`config.mk`:
```
export PLATFORM = sky130hd
export DESIGN_NAME = wdt_mode_ctrl
export DESIGN_NICKNAME = d
export VERILOG_FILES = /design/src/rtl/wmc_pkg.sv /design/src/rtl/wmc_decode.sv /design/src/rtl/wmc_wdog.sv /design/src/rtl/wmc_fsm.sv /design/src/rtl/wdt_mode_ctrl.sv
export SDC_FILE = /design/constraint.sdc
export NUM_CORES = 1
export LEC_CHECK = 0
export BUFFER_PORTS_ARGS = -buffer_cell sky130_fd_sc_hd__buf_2
export CORE_UTILIZATION = 58
export CTS_BUF_LIST = sky130_fd_sc_hd__clkbuf_16
export DETAILED_ROUTE_END_ITERATION = 7
export PLACE_DENSITY = 0.79
export SYNTH_ARGS = -nofsm -noshare
export SYNTH_HDL_FRONTEND = slang
export SYNTH_SLANG_ARGS = --single-unit
```
`constraint.sdc`:
```
create_clock -name clk -period 2.2 [get_ports clk]
set_input_delay 0.44 -clock clk [delete_from_list [all_inputs] [get_ports clk]]
set_output_delay 0.44 -clock clk [all_outputs]
set_load 0.01 [all_outputs]
```
`src/rtl/wmc_pkg.sv`:
```
package wmc_pkg;

    localparam logic [2:0] MCR_ADDR = 3'b000;
    localparam logic [2:0] TIM_ADDR = 3'b010;

    typedef enum logic [2:0] {
        M_NREQ = 3'b000,
        M_NORM = 3'b001,
        M_NDBG = 3'b101,
        M_SDBG = 3'b110,
        M_PDBG = 3'b111
    } mode_e;

    typedef struct packed {
        logic       rd_mcr;
        logic       wr_mcr;
        logic       wr_tim;
        logic [3:0] data;
    } cmd_t;

    function automatic logic is_dbg(mode_e m);
        return m[2];
    endfunction

    function automatic logic sel_ok(logic [3:0] d);
        return d[2] && (d[1:0] != 2'b00);
    endfunction

    function automatic mode_e dbg_sel(logic [3:0] d);
        mode_e r;
        case (d[1:0])
            2'b01:   r = M_NDBG;
            2'b10:   r = M_SDBG;
            default: r = M_PDBG;
        endcase
        return r;
    endfunction

endpackage

```
`src/rtl/wmc_decode.sv`:
```
module wmc_decode
    import wmc_pkg::*;
(
    input  logic [7:0] byte_in,
    output cmd_t       cmd
);
    logic [2:0] addr;
    logic       wr;

    assign addr = byte_in[7:5];
    assign wr   = byte_in[4];

    always_comb begin
        cmd.rd_mcr = (addr == MCR_ADDR) && !wr;
        cmd.wr_mcr = (addr == MCR_ADDR) && wr;
        cmd.wr_tim = (addr == TIM_ADDR) && wr;
        cmd.data   = byte_in[3:0];
    end
endmodule

```
`src/rtl/wmc_wdog.sv`:
```
module wmc_wdog #(
    parameter int PERIOD    = 43_750_000,
    parameter int PULSE_LEN = 16
) (
    input  logic clk,
    input  logic rst,
    input  logic restart,
    input  logic hold,
    output logic timeout,
    output logic busy
);
    localparam int CW = (PERIOD > 2) ? $clog2(PERIOD) : 1;
    localparam int PW = $clog2(PULSE_LEN + 1);
    localparam logic [CW-1:0] LAST = CW'(PERIOD - 1);
    localparam logic [PW-1:0] PLEN = PW'(PULSE_LEN);

    logic [CW-1:0] cnt;
    logic [PW-1:0] pcnt;

    assign timeout = !hold && !restart && (cnt == LAST);
    assign busy    = (pcnt != '0);

    always_ff @(posedge clk) begin
        if (rst) begin
            cnt  <= '0;
            pcnt <= '0;
        end else begin
            if (hold || restart || timeout)
                cnt <= '0;
            else
                cnt <= cnt + 1'b1;

            if (timeout)
                pcnt <= PLEN;
            else if (busy)
                pcnt <= pcnt - 1'b1;
        end
    end
endmodule

```
`src/rtl/wmc_fsm.sv`:
```
module wmc_fsm
    import wmc_pkg::*;
(
    input  logic  clk,
    input  logic  rst,
    input  logic  stb,
    input  cmd_t  cmd,
    input  logic  wd_clr,
    input  logic  timeout,
    input  logic  busy,
    output mode_e mode,
    output logic  bf,
    output logic  rd_flag,
    output logic  restart,
    output logic  hold
);
    mode_e mode_q, mode_n;
    logic  bf_q, bf_n, arm_q, arm_n, rd_q, rd_n;
    logic  take, dbg;

    assign take = stb && !busy;
    assign dbg  = is_dbg(mode_q);
    assign hold = dbg;

    assign restart = (take && cmd.wr_tim && (mode_q == M_NREQ))
                   || (take && cmd.wr_mcr && (cmd.data == 4'b0000) && dbg)
                   || (wd_clr && !busy && (mode_q == M_NORM));

    always_comb begin
        mode_n = mode_q;
        bf_n   = bf_q;
        arm_n  = arm_q;
        rd_n   = rd_q;
        if (timeout) begin
            mode_n = M_NREQ;
            arm_n  = 1'b0;
        end else if (take) begin
            if (cmd.rd_mcr) begin
                rd_n = bf_q;
                bf_n = 1'b0;
            end else if (cmd.wr_tim) begin
                if (mode_q == M_NREQ)
                    mode_n = M_NORM;
            end else if (cmd.wr_mcr) begin
                if (cmd.data == 4'b0000) begin
                    if (dbg)
                        mode_n = M_NORM;
                    else if ((mode_q == M_NORM) && bf_q)
                        arm_n = 1'b1;
                end else if (sel_ok(cmd.data)) begin
                    if (dbg) begin
                        mode_n = dbg_sel(cmd.data);
                    end else if ((mode_q == M_NORM) && arm_q && bf_q) begin
                        mode_n = dbg_sel(cmd.data);
                        bf_n   = 1'b0;
                        arm_n  = 1'b0;
                    end else begin
                        arm_n = 1'b0;
                    end
                end else begin
                    arm_n = 1'b0;
                end
            end
        end
    end

    always_ff @(posedge clk) begin
        if (rst) begin
            mode_q <= M_NREQ;
            bf_q   <= 1'b1;
            arm_q  <= 1'b0;
            rd_q   <= 1'b0;
        end else begin
            mode_q <= mode_n;
            bf_q   <= bf_n;
            arm_q  <= arm_n;
            rd_q   <= rd_n;
        end
    end

    assign mode    = mode_q;
    assign bf      = bf_q;
    assign rd_flag = rd_q;
endmodule

```
`src/rtl/wdt_mode_ctrl.sv`:
```
module wdt_mode_ctrl
    import wmc_pkg::*;
#(
    parameter int PERIOD    = 43_750_000,
    parameter int PULSE_LEN = 16
) (
    input  logic       clk,
    input  logic       rst,
    input  logic       spi_stb,
    input  logic [7:0] spi_byte,
    input  logic       wd_clr,
    output logic       rst_out,
    output logic [2:0] mode,
    output logic       bat_flag,
    output logic       rd_flag
);
    cmd_t  cmd;
    mode_e mode_s;
    logic  restart, hold, timeout, busy;

    wmc_decode u_dec (
        .byte_in (spi_byte),
        .cmd     (cmd)
    );

    wmc_wdog #(
        .PERIOD    (PERIOD),
        .PULSE_LEN (PULSE_LEN)
    ) u_wd (
        .clk     (clk),
        .rst     (rst),
        .restart (restart),
        .hold    (hold),
        .timeout (timeout),
        .busy    (busy)
    );

    wmc_fsm u_fsm (
        .clk     (clk),
        .rst     (rst),
        .stb     (spi_stb),
        .cmd     (cmd),
        .wd_clr  (wd_clr),
        .timeout (timeout),
        .busy    (busy),
        .mode    (mode_s),
        .bf      (bat_flag),
        .rd_flag (rd_flag),
        .restart (restart),
        .hold    (hold)
    );

    assign rst_out = busy;
    assign mode    = mode_s;
endmodule

```
==> results.py, run 1 <==
metrics = {
    "clock_network": {
        "cts_tree": "yes",
        "cts_root_buffer": "clkbuf_16",
        "clkTransAtPathRegs_ns": 0.05,
        "max-clock-path-buffers": 2,
        "post_cts_buffers": 0,
        "cts-resized-gates": 0,
        "htree_levels": 2,
        "cts_buffers": 5,
        "clkLatencyLatePin_ns": 0.27,
        "hold_buffers": 0,
        "cts.sinks": 37,
    },
    "worst_setup_path": {
        "critPathKind": "reg2out",
        "endpoint_kind": "output pin",
        "crit_path_max_fanout": 6,
        "required_ns": 1.76,
        "startpoint_type": "register",
        "crit_arrival_ns": 1.59,
    },
    "routing": {
        "wl_per_cell_um": 12.0,
        "drcViolationCount": 0,
        "ant_nets": 0,
        "viasPerCell": 5.44,
        "drt-total-wl_um": 3380,
        "drt_iter0_drc": 70,
        "vias": 1528,
        "first_pass_iters": 4,
    },
    "power_and_ir_drop": {
        "swShare_pct": 28.4,
        "p_int_w": 0.00131,
        "clockPowerShare_pct": 35.4,
        "irDropWorstVdd_uv": 763,
        "combPwrFrac_pct": 21.9,
        "pwr-share-seq_pct": 42.8,
        "switchingPower_w": 0.000517,
        "powerDensity_nw_per_um2": 836,
        "power_leakage_nw": 0.764,
    },
    "timing": {
        "fmax_mhz": 492,
        "drv_slew": 0,
        "hold_viol_final": 0,
        "fin_skew_ns": 0.00396,
        "max_slew_margin_pct": 70.4,
        "tightest_slew_ns": 0.443,
        "fin_setup_tns_ns": 0,
        "setup_violations": 0,
        "rsz0062_at_grt": "false",
        "min_period_over_period_pct": 92.3,
        "min_period_ns": 2.03,
    },
    "yosys": {
        "synth_area_um2": 1930,
        "synth_cells": 219,
        "yosys-top-cells-count": "42 x nor2_1, 37 x dfxtp_1, 25 x xnor2_1",
        "synth_nets": 234,
        "synth_edf_count": 0,
        "syn_avg_cell_area_um2": 8.80,
        "synth-async-reset-ratio_pct": 0,
        "synth_top_area_share_pct": 38.4,
        "synth.most_common_cell": "nor2_1",
        "synthTopCellsByArea": "dfxtp_1 38%, xnor2_1 11%, nor2_1 8.2%",
        "synth-warning-count": 0,
        "ys.flop_type": "dfxtp_1",
        "ys_ff_latch": 37,
        "synth-seq-area-share_pct": 38.4,
        "ys_types": 47,
        "synth_largest_area_cell": "dfxtp_1",
    },
    "layout": {
        "fin_nets": 252,
        "diodes": 0,
        "finish.utilization_pct": 70.3,
        "area_growth_pct": 13.2,
        "multi_input_area_um2": 1100,
        "area.sequential_um2": 741,
        "drive_gt1_share_pct": 16.9,
        "fill_cells": 264,
    },
    "floorplan": {
        "initial_core_util_pct": 62.1,
        "ioPinCount": 18,
        "coreArea_um2": 3100,
        "row_count": 20,
        "die_w_um": 59.6,
        "design.die.area_um2": 3560,
        "die_y_um": 59.6,
    },
    "placed_design": {
        "portBuffers": 17,
        "globalplace.congestion": 0.782,
        "dpl.hpwl_um": 2410,
    },
    "global_routing": {
        "first_global_vias": 1285,
        "antenna_found_initial": 0,
        "track_usage_pct": 21.4,
        "overflow": 0,
        "grt_pass1_wl_um": 5560,
        "grt_max_degree": 27,
    },
    "run_status": {
        "status": "finished clean",
    },
    "min_path": {
        "hold_class": "in2reg",
    },
    "flow_run": {
        "maxCapViolCount": 0,
    },
}
## path summary, 6_finish.rpt
check	cells past startpoint	slack [ns]	start	endpoint
worst max-delay path	5	0.17	u_wd.pcnt[0]	rst_out
worst min-delay path	2	0.39	rst	u_wd.pcnt[4]
worst max register to register	7	0.32	u_wd.pcnt[0]	u_fsm.rd_flag
worst min register to register	1	0.47	u_wd.cnt[0]	u_wd.cnt[0]
## placed cells by master, fill, tap and decap left out, drive strengths merged, types with 8 or more instances in the layout
master	synthesis	layout
buf	3	18
nor3	14	14
inv	12	13
nand2	14	14
a21oi	8	8
nand3	9	9
dfxtp	37	37
nor2	42	42
xnor2	25	25
## sequential cells by signal, indices dropped and copies added, names as in the netlist
register       flops
u_fsm.rd_flag      1
u_fsm.arm_q        1
u_wd.cnt          26
u_wd.pcnt          5
u_fsm.mode         3
u_fsm.bf           1
## power by group through the flow
stage | clock network [W] | logic, W | registers (W)
2_1_floorplan | 0 | 0.000321 | 0.000785
3_3_place_gp | 0 | 0.000396 | 0.000793
3_5_place_dp | 0 | 0.000400 | 0.000795
4_1_cts | 0.000660 | 0.000403 | 0.000781
5_1_grt | 0.000688 | 0.000440 | 0.000787
6_report | 0.000645 | 0.000399 | 0.000781
## area by class of cell
| cell class | instances | share of cell area [%] |
|---|---|---|
| clock inverters | 2 | 0.344 |
| clock buffers | 5 | 5.73 |
| well taps | 44 | 2.52 |
| inverters | 12 | 2.06 |
| multi-input cells | 163 | 50.6 |
| repair buffers | 18 | 4.82 |
| flip-flops and latches | 37 | 33.9 |
## metrics by stage
step	area [um^2]	setup slack, ns	hold WS (ns)	instances	total power, W
after floorplan	1930	0.464	0.426	219	0.00111
after detailed placement	2050	0.294	0.456	274	0.00120
after CTS	2180	0.150	0.379	281	0.00184
after global routing	2180	0.0685	0.403	281	0.00192
final	2180	0.169	0.389	281	0.00182
after global placement	2050	0.327	0.443	274	0.00119
## worst max-delay path: stages, from the launching register on
cell	delay [ns]
dfxtp_1	0.31
inv_1	0.11
ha_1	0.19
nor4b_4	0.40
inv_2	0.14
buf_2	0.17
## routing by layer
layer  part of all wire, %  global-route usage, %  wire, um  vias up
met3                   2.5                   5.90        86        5
met2                    47                   34.9      1580       18
met4                   1.7                   8.97        57        0
met1                    49                   26.3      1650      711
li1                      -                      -         -      794
met5                     0                      0         0        -
## cells by family after synthesis
logic type	count (synthesis)	share of synthesized area, %
buffers and inverters	19	4.29
AOI/OAI and AO/OA	25	12.1
muxes	1	0.520
adders and majority gates	3	1.95
xor gates and xnor gates	27	12.3
DFF	37	38.4
and+or+nand+nor	107	30.4
Power figures use the tool's default switching activity.
==> inputs of run 2 (changes only) <==
--- a/config.mk
+++ b/config.mk
@@ -7,7 +7,6 @@
 export LEC_CHECK = 0
 export BUFFER_PORTS_ARGS = -buffer_cell sky130_fd_sc_hd__buf_2
 export CORE_UTILIZATION = 58
-export CTS_BUF_LIST = sky130_fd_sc_hd__clkbuf_16
 export DETAILED_ROUTE_END_ITERATION = 7
 export PLACE_DENSITY = 0.79
 export SYNTH_ARGS = -nofsm -noshare
==> run 2 against run 1 <==
  * Register-to-register slack worse by 0.02 ns
  * Final cell count grew 0.71%
  * Combinational power up 12%
  * Sequential power is essentially flat
  * First-iteration DRC count down 1.4%
  * Utilization decreased by 2.0 points
  * Clock power down 45%
  * Critical path depth stayed put
  * Clock skew up 0.0034 ns
==> results.py, run 2 (synthesis results as in run 1) <==
metrics = {
    "run_status": {
        "status": "finished clean",
    },
    "timing": {
        "tightest_slew_ns": 0.442,
        "fin_ws_ns": 0.167,
        "setup_violations": 0,
        "holdWs_ns": 0.320,
        "min_period_over_period_pct": 92.4,
        "fmax_mhz": 492,
        "drv_slew": 0,
        "min_period_ns": 2.03,
        "max_slew_margin_pct": 70.4,
        "fin_setup_tns_ns": 0,
        "fin_skew_ns": 0.00731,
        "hold_viol_final": 0,
        "rsz0062_at_grt": "false",
    },
    "layout": {
        "drive_gt1_share_pct": 18.0,
        "layout_commonest_cell": "nor2_1",
        "top_register": "u_wd.cnt",
        "fin_nets": 254,
        "area_growth_pct": 10.0,
        "diodes": 0,
        "mostFrequentLayoutCells": "42 x nor2_1, 37 x dfxtp_1, 25 x xnor2_1",
        "stdcell_area_um2": 2120,
        "largest_reg_flops": 26,
    },
    "floorplan": {
        "design.die.area_um2": 3560,
        "coreArea_um2": 3100,
        "row_count": 20,
        "ioPinCount": 18,
        "initial_core_util_pct": 62.1,
        "die_y_um": 59.6,
        "die_w_um": 59.6,
    },
    "worst_setup_path": {
        "slowest_stage": "dfxtp_1",
        "crit_arrival_ns": 1.59,
        "endpoint_kind": "output pin",
        "critPathKind": "reg2out",
        "cp_cell_sequence": "inv_1 > ha_1 > nor4b_4 > inv_2 > buf_2",
        "cp_slowest_stage_delay_ns": 0.33,
        "required_ns": 1.76,
        "crit_path_max_fanout": 5,
        "startpoint_type": "register",
    },
    "power_and_ir_drop": {
        "finalPower_w": 0.00158,
        "irDropWorstVdd_uv": 461,
        "powerDensity_nw_per_um2": 746,
        "power_leakage_nw": 0.737,
    },
    "placed_design": {
        "dpl.hpwl_um": 2410,
        "portBuffers": 17,
        "post_dp_cell_area_um2": 2050,
        "pre_cts_ws_ns": 0.294,
        "globalplace.congestion": 0.782,
    },
    "clock_network": {
        "hold_buffers": 0,
        "htree_levels": 2,
        "cts_buffers": 5,
        "cts-resized-gates": 0,
        "cts_root_buffer": "clkbuf_4",
        "cts_tree": "yes",
        "clkTransAtPathRegs_ns": 0.10,
        "max-clock-path-buffers": 2,
        "clkLatencyLatePin_ns": 0.34,
        "cts.sinks": 37,
    },
    "min_path": {
        "hold_class": "in2reg",
    },
    "flow_run": {
        "maxCapViolCount": 0,
    },
    "global_routing": {
        "track_usage_pct": 21.0,
        "grt_max_degree": 27,
        "overflow": 0,
        "first_global_vias": 1269,
        "grt_pass1_wl_um": 5510,
        "antenna_found_initial": 0,
    },
    "routing": {
        "viasPerCell": 5.42,
        "ant_nets": 0,
        "first_pass_iters": 6,
        "wl_per_cell_um": 11.7,
        "drt-total-wl_um": 3320,
        "drt_iter0_drc": 69,
        "vias": 1534,
        "drcViolationCount": 0,
    },
}
-- run 2: cell count changes in the layout (fill, tap and decap cells not counted), sizes merged --
cell	before	now
buf	18	20
clkbuf	5	7
clkinv	1	0
inv	13	12
-- run 2: metal layers --
layer	GRT usage [%]	wire [um]	vias up
met5	0	0	-
met3	6.55	111	6
met2	33.7	1530	22
met1	26.3	1620	707
met4	7.97	59	0
li1	-	-	799
-- run 2: repair_timing --
item | in CTS | in global routing
hold endpoints to repair | 0 | 0
setup buffers | 0 | 2
endpoints found under the setup margin | 0 | 1
-- run 2: final cells by class --
class / count / area (um^2)
multi-input cells: 163 / 1100
fillers: 276 / 983
flip-flops and latches: 37 / 741
repair buffers: 20 / 120
clock buffers: 7 / 55.1
well taps: 44 / 55.1
inverters: 12 / 45.0
-- run 2: power by group --
group	switching, W	total, W	internal, W	leakage, nW
logic	0.000228	0.000446	0.000218	0.406
registers	0.0000565	0.000779	0.000722	0.300
clock network	0.000206	0.000357	0.000151	0.0314
total	0.000491	0.00158	0.00109	0.737
-- run 2: path summary, 6_finish.rpt --
kind / startpoint / depth (start not counted) / slack [ns] / end
max: u_wd.pcnt[0] / 5 / 0.17 / rst_out
min: rst / 2 / 0.32 / u_wd.pcnt[4]
max reg2reg: u_wd.pcnt[0] / 8 / 0.30 / u_fsm.mode[1]
min reg2reg: u_wd.cnt[0] / 1 / 0.48 / u_wd.cnt[0]
-- run 2: metrics by stage --
stage / util (%) / cells
after floorplan: - / 219
after global placement: 66.0 / 274
after detailed placement: 66.0 / 274
after CTS: 67.8 / 281
after global routing: 68.3 / 283
final: 68.3 / 283
-- run 2: worst max-delay path: cells and delay by family, from the launching register on --
family	cells	cell delay (ns)
AND/OR/NAND/NOR	1	0.33
adder cells (fa/ha/maj)	1	0.19
flip-flops	1	0.33
buffers and inverters	3	0.40
==> inputs of run 3 (changes only) <==
==> constraint.sdc (replaced) <==
create_clock -name clk -period 2.2 [get_ports clk]
set_input_delay 0.11 -clock clk [delete_from_list [all_inputs] [get_ports clk]]
set_output_delay 0.11 -clock clk [all_outputs]
set_load 0.01 [all_outputs]
==> run 3 against run 2 <==
  * Final cell count grew 0.71%
  * Die area is the same
  * Fmax grew 6.9%
  * Routed wire length grew 6.5%
  * Utilization grew 0.081 points
  * Design area grew 0.12%
  * Non-clock buffer count grew 1
  * Clock power shrank 4%
  * Power is essentially flat
  * Flip-flop and latch count is the same
  * Clock skew shrank 0.0010 ns
==> results.py, run 3 (synthesis results as in run 1) <==
metrics = {
    "routing": {
        "drt-total-wl_um": 3540,
        "first_pass_iters": 4,
        "viasPerCell": 5.42,
        "drcViolationCount": 0,
        "vias": 1545,
        "drt_iter0_drc": 60,
        "ant_nets": 0,
        "wl_per_cell_um": 12.4,
    },
    "worst_setup_path": {
        "endpoint": "u_wd.cnt[22]",
        "worst-path-buf-inv": 0,
        "rr_startpoint": "u_wd.cnt[0]",
        "path_delay_family": "simple AND/OR/NAND/NOR gates",
        "r2r-end": "u_wd.cnt[22]",
        "crit_path_start": "u_wd.cnt[0]",
        "cp_cell_sequence": "ha_1 > and3_1 > nand4_1 > nor3_1 > xnor2_1 > nor2_1",
        "ff2ff_setup_slack_ns": 0.30,
        "cp_slowest_stage_delay_ns": 0.38,
        "crit_path_max_fanout": 9,
        "crit_arrival_ns": 2.11,
        "startpoint_type": "register",
        "critPathKind": "reg2reg",
        "endpoint_kind": "register",
        "cp_num_cells": 6,
        "r2r_cells": 6,
        "slowest_stage": "dfxtp_1",
        "required_ns": 2.41,
    },
    "timing": {
        "min_period_over_period_pct": 86.4,
        "fin_setup_tns_ns": 0,
        "min_period_ns": 1.90,
        "fin_skew_ns": 0.00630,
        "rsz0062_at_grt": "false",
        "max_slew_margin_pct": 54.1,
        "hold_viol_final": 0,
        "tightest_slew_ns": 0.685,
        "fmax_mhz": 526,
        "drv_slew": 0,
        "setup_violations": 0,
    },
    "run_status": {
        "status": "finished clean",
    },
    "power_and_ir_drop": {
        "irDropWorstVdd_uv": 436,
        "powerDensity_nw_per_um2": 746,
        "finalPower_w": 0.00158,
        "power_leakage_nw": 0.748,
    },
    "global_routing": {
        "grt_max_degree": 27,
        "overflow": 0,
        "track_usage_pct": 21.8,
        "antenna_found_initial": 0,
        "first_global_vias": 1325,
        "grt_pass1_wl_um": 5800,
    },
    "floorplan": {
        "design.die.area_um2": 3560,
        "die_y_um": 59.6,
        "coreArea_um2": 3100,
        "ioPinCount": 18,
        "die_w_um": 59.6,
        "row_count": 20,
        "initial_core_util_pct": 62.1,
    },
    "flow_run": {
        "maxCapViolCount": 0,
    },
    "layout": {
        "mostFrequentLayoutCells": "42 x nor2_1, 37 x dfxtp_1, 25 x xnor2_1",
        "multi_input_area_um2": 1110,
        "stdcell_area_um2": 2120,
        "layout_commonest_cell": "nor2_1",
        "drive_gt1_share_pct": 18.3,
        "largest_reg_flops": 26,
        "diodes": 0,
        "top_register": "u_wd.cnt",
        "fill_cells": 277,
        "fin_nets": 255,
        "area_growth_pct": 10.1,
        "area.sequential_um2": 741,
    },
    "placed_design": {
        "globalplace.congestion": 0.803,
        "post_dp_cell_area_um2": 2050,
        "portBuffers": 17,
        "dpl.hpwl_um": 2590,
    },
    "clock_network": {
        "cts.sinks": 37,
        "cts_tree": "yes",
        "cts_buffers": 5,
        "max-clock-path-buffers": 2,
        "cts_root_buffer": "clkbuf_4",
        "post_cts_buffers": 0,
        "clkTransAtPathRegs_ns": 0.11,
        "htree_levels": 2,
        "clkLatencyLatePin_ns": 0.34,
    },
    "min_path": {
        "hold_class": "in2reg",
    },
}
[run 3: cell count changes in the layout (fill, tap and decap cells not counted)]
cell / change
clkinv_2: +2
buf_12: -1
buf_4: +1
clkbuf_8: -1
dlygate4sd3_1: +1
o211ai_2: -1
o211ai_4: +1
[run 3: how the worst min path moves through the flow]
stage,startpoint,end,slack (ns),depth (start not counted)
after floorplan,rst,u_wd.pcnt[4],0.18,1
after global placement,rst,u_wd.pcnt[4],0.33,2
after detailed placement,rst,u_wd.pcnt[4],0.34,2
after CTS,spi_byte[6],u_fsm.bf,0.09,4
after global routing,spi_byte[3],u_fsm.arm_q,0.10,3
final,spi_byte[6],u_fsm.bf,0.10,4
[run 3: stage by stage]
step | std cells | hold slack, ns | utilization [%] | setup WS, ns
CTS | 285 | 0.0907 | 68.1 | 0.136
global placement | 276 | 0.327 | 66.1 | 0.236
finish | 285 | 0.101 | 68.4 | 0.298
floorplan | 219 | 0.179 | - | 0.464
global route | 285 | 0.102 | 68.4 | 0.158
detailed placement | 276 | 0.335 | 66.1 | 0.116
[run 3: area by class of cell]
cell class                 instances  area share, %
multi-input combinational        163           52.4
tap                               44           2.59
clock inverter                     2          0.472
inverter                          12           2.12
timing repair buffer              21           5.54
sequential                        37           34.9
clock buffer                       6           1.95
[run 3: power breakdown]
group / internal (W) / switching, W / total, W
clock network: 0.000122 / 0.000220 / 0.000342
registers: 0.000723 / 0.0000587 / 0.000781
logic: 0.000217 / 0.000243 / 0.000460
[run 3: what timing repair did]
action / in CTS / in global routing
resized for setup: 0 / 1
endpoints found under the hold margin: 2 / 0
setup endpoints to repair: 0 / 1
hold buffers: 1 / 0
[run 3: worst min-delay path: stages]
cell,delay [ns]
buf_2,0.10
nor2_1,0.04
nand3_1,0.07
a21o_1,0.10
[run 3: layer usage]
metal / vias to the layer above / part of all wire, % / GRT usage [%]
li1: 803 / - / -
met3: 7 / 2.9 / 5.90
met2: 20 / 47 / 37.1
met1: 715 / 49 / 26.2
met5: - / 0 / 0
met4: 0 / 1.5 / 7.97
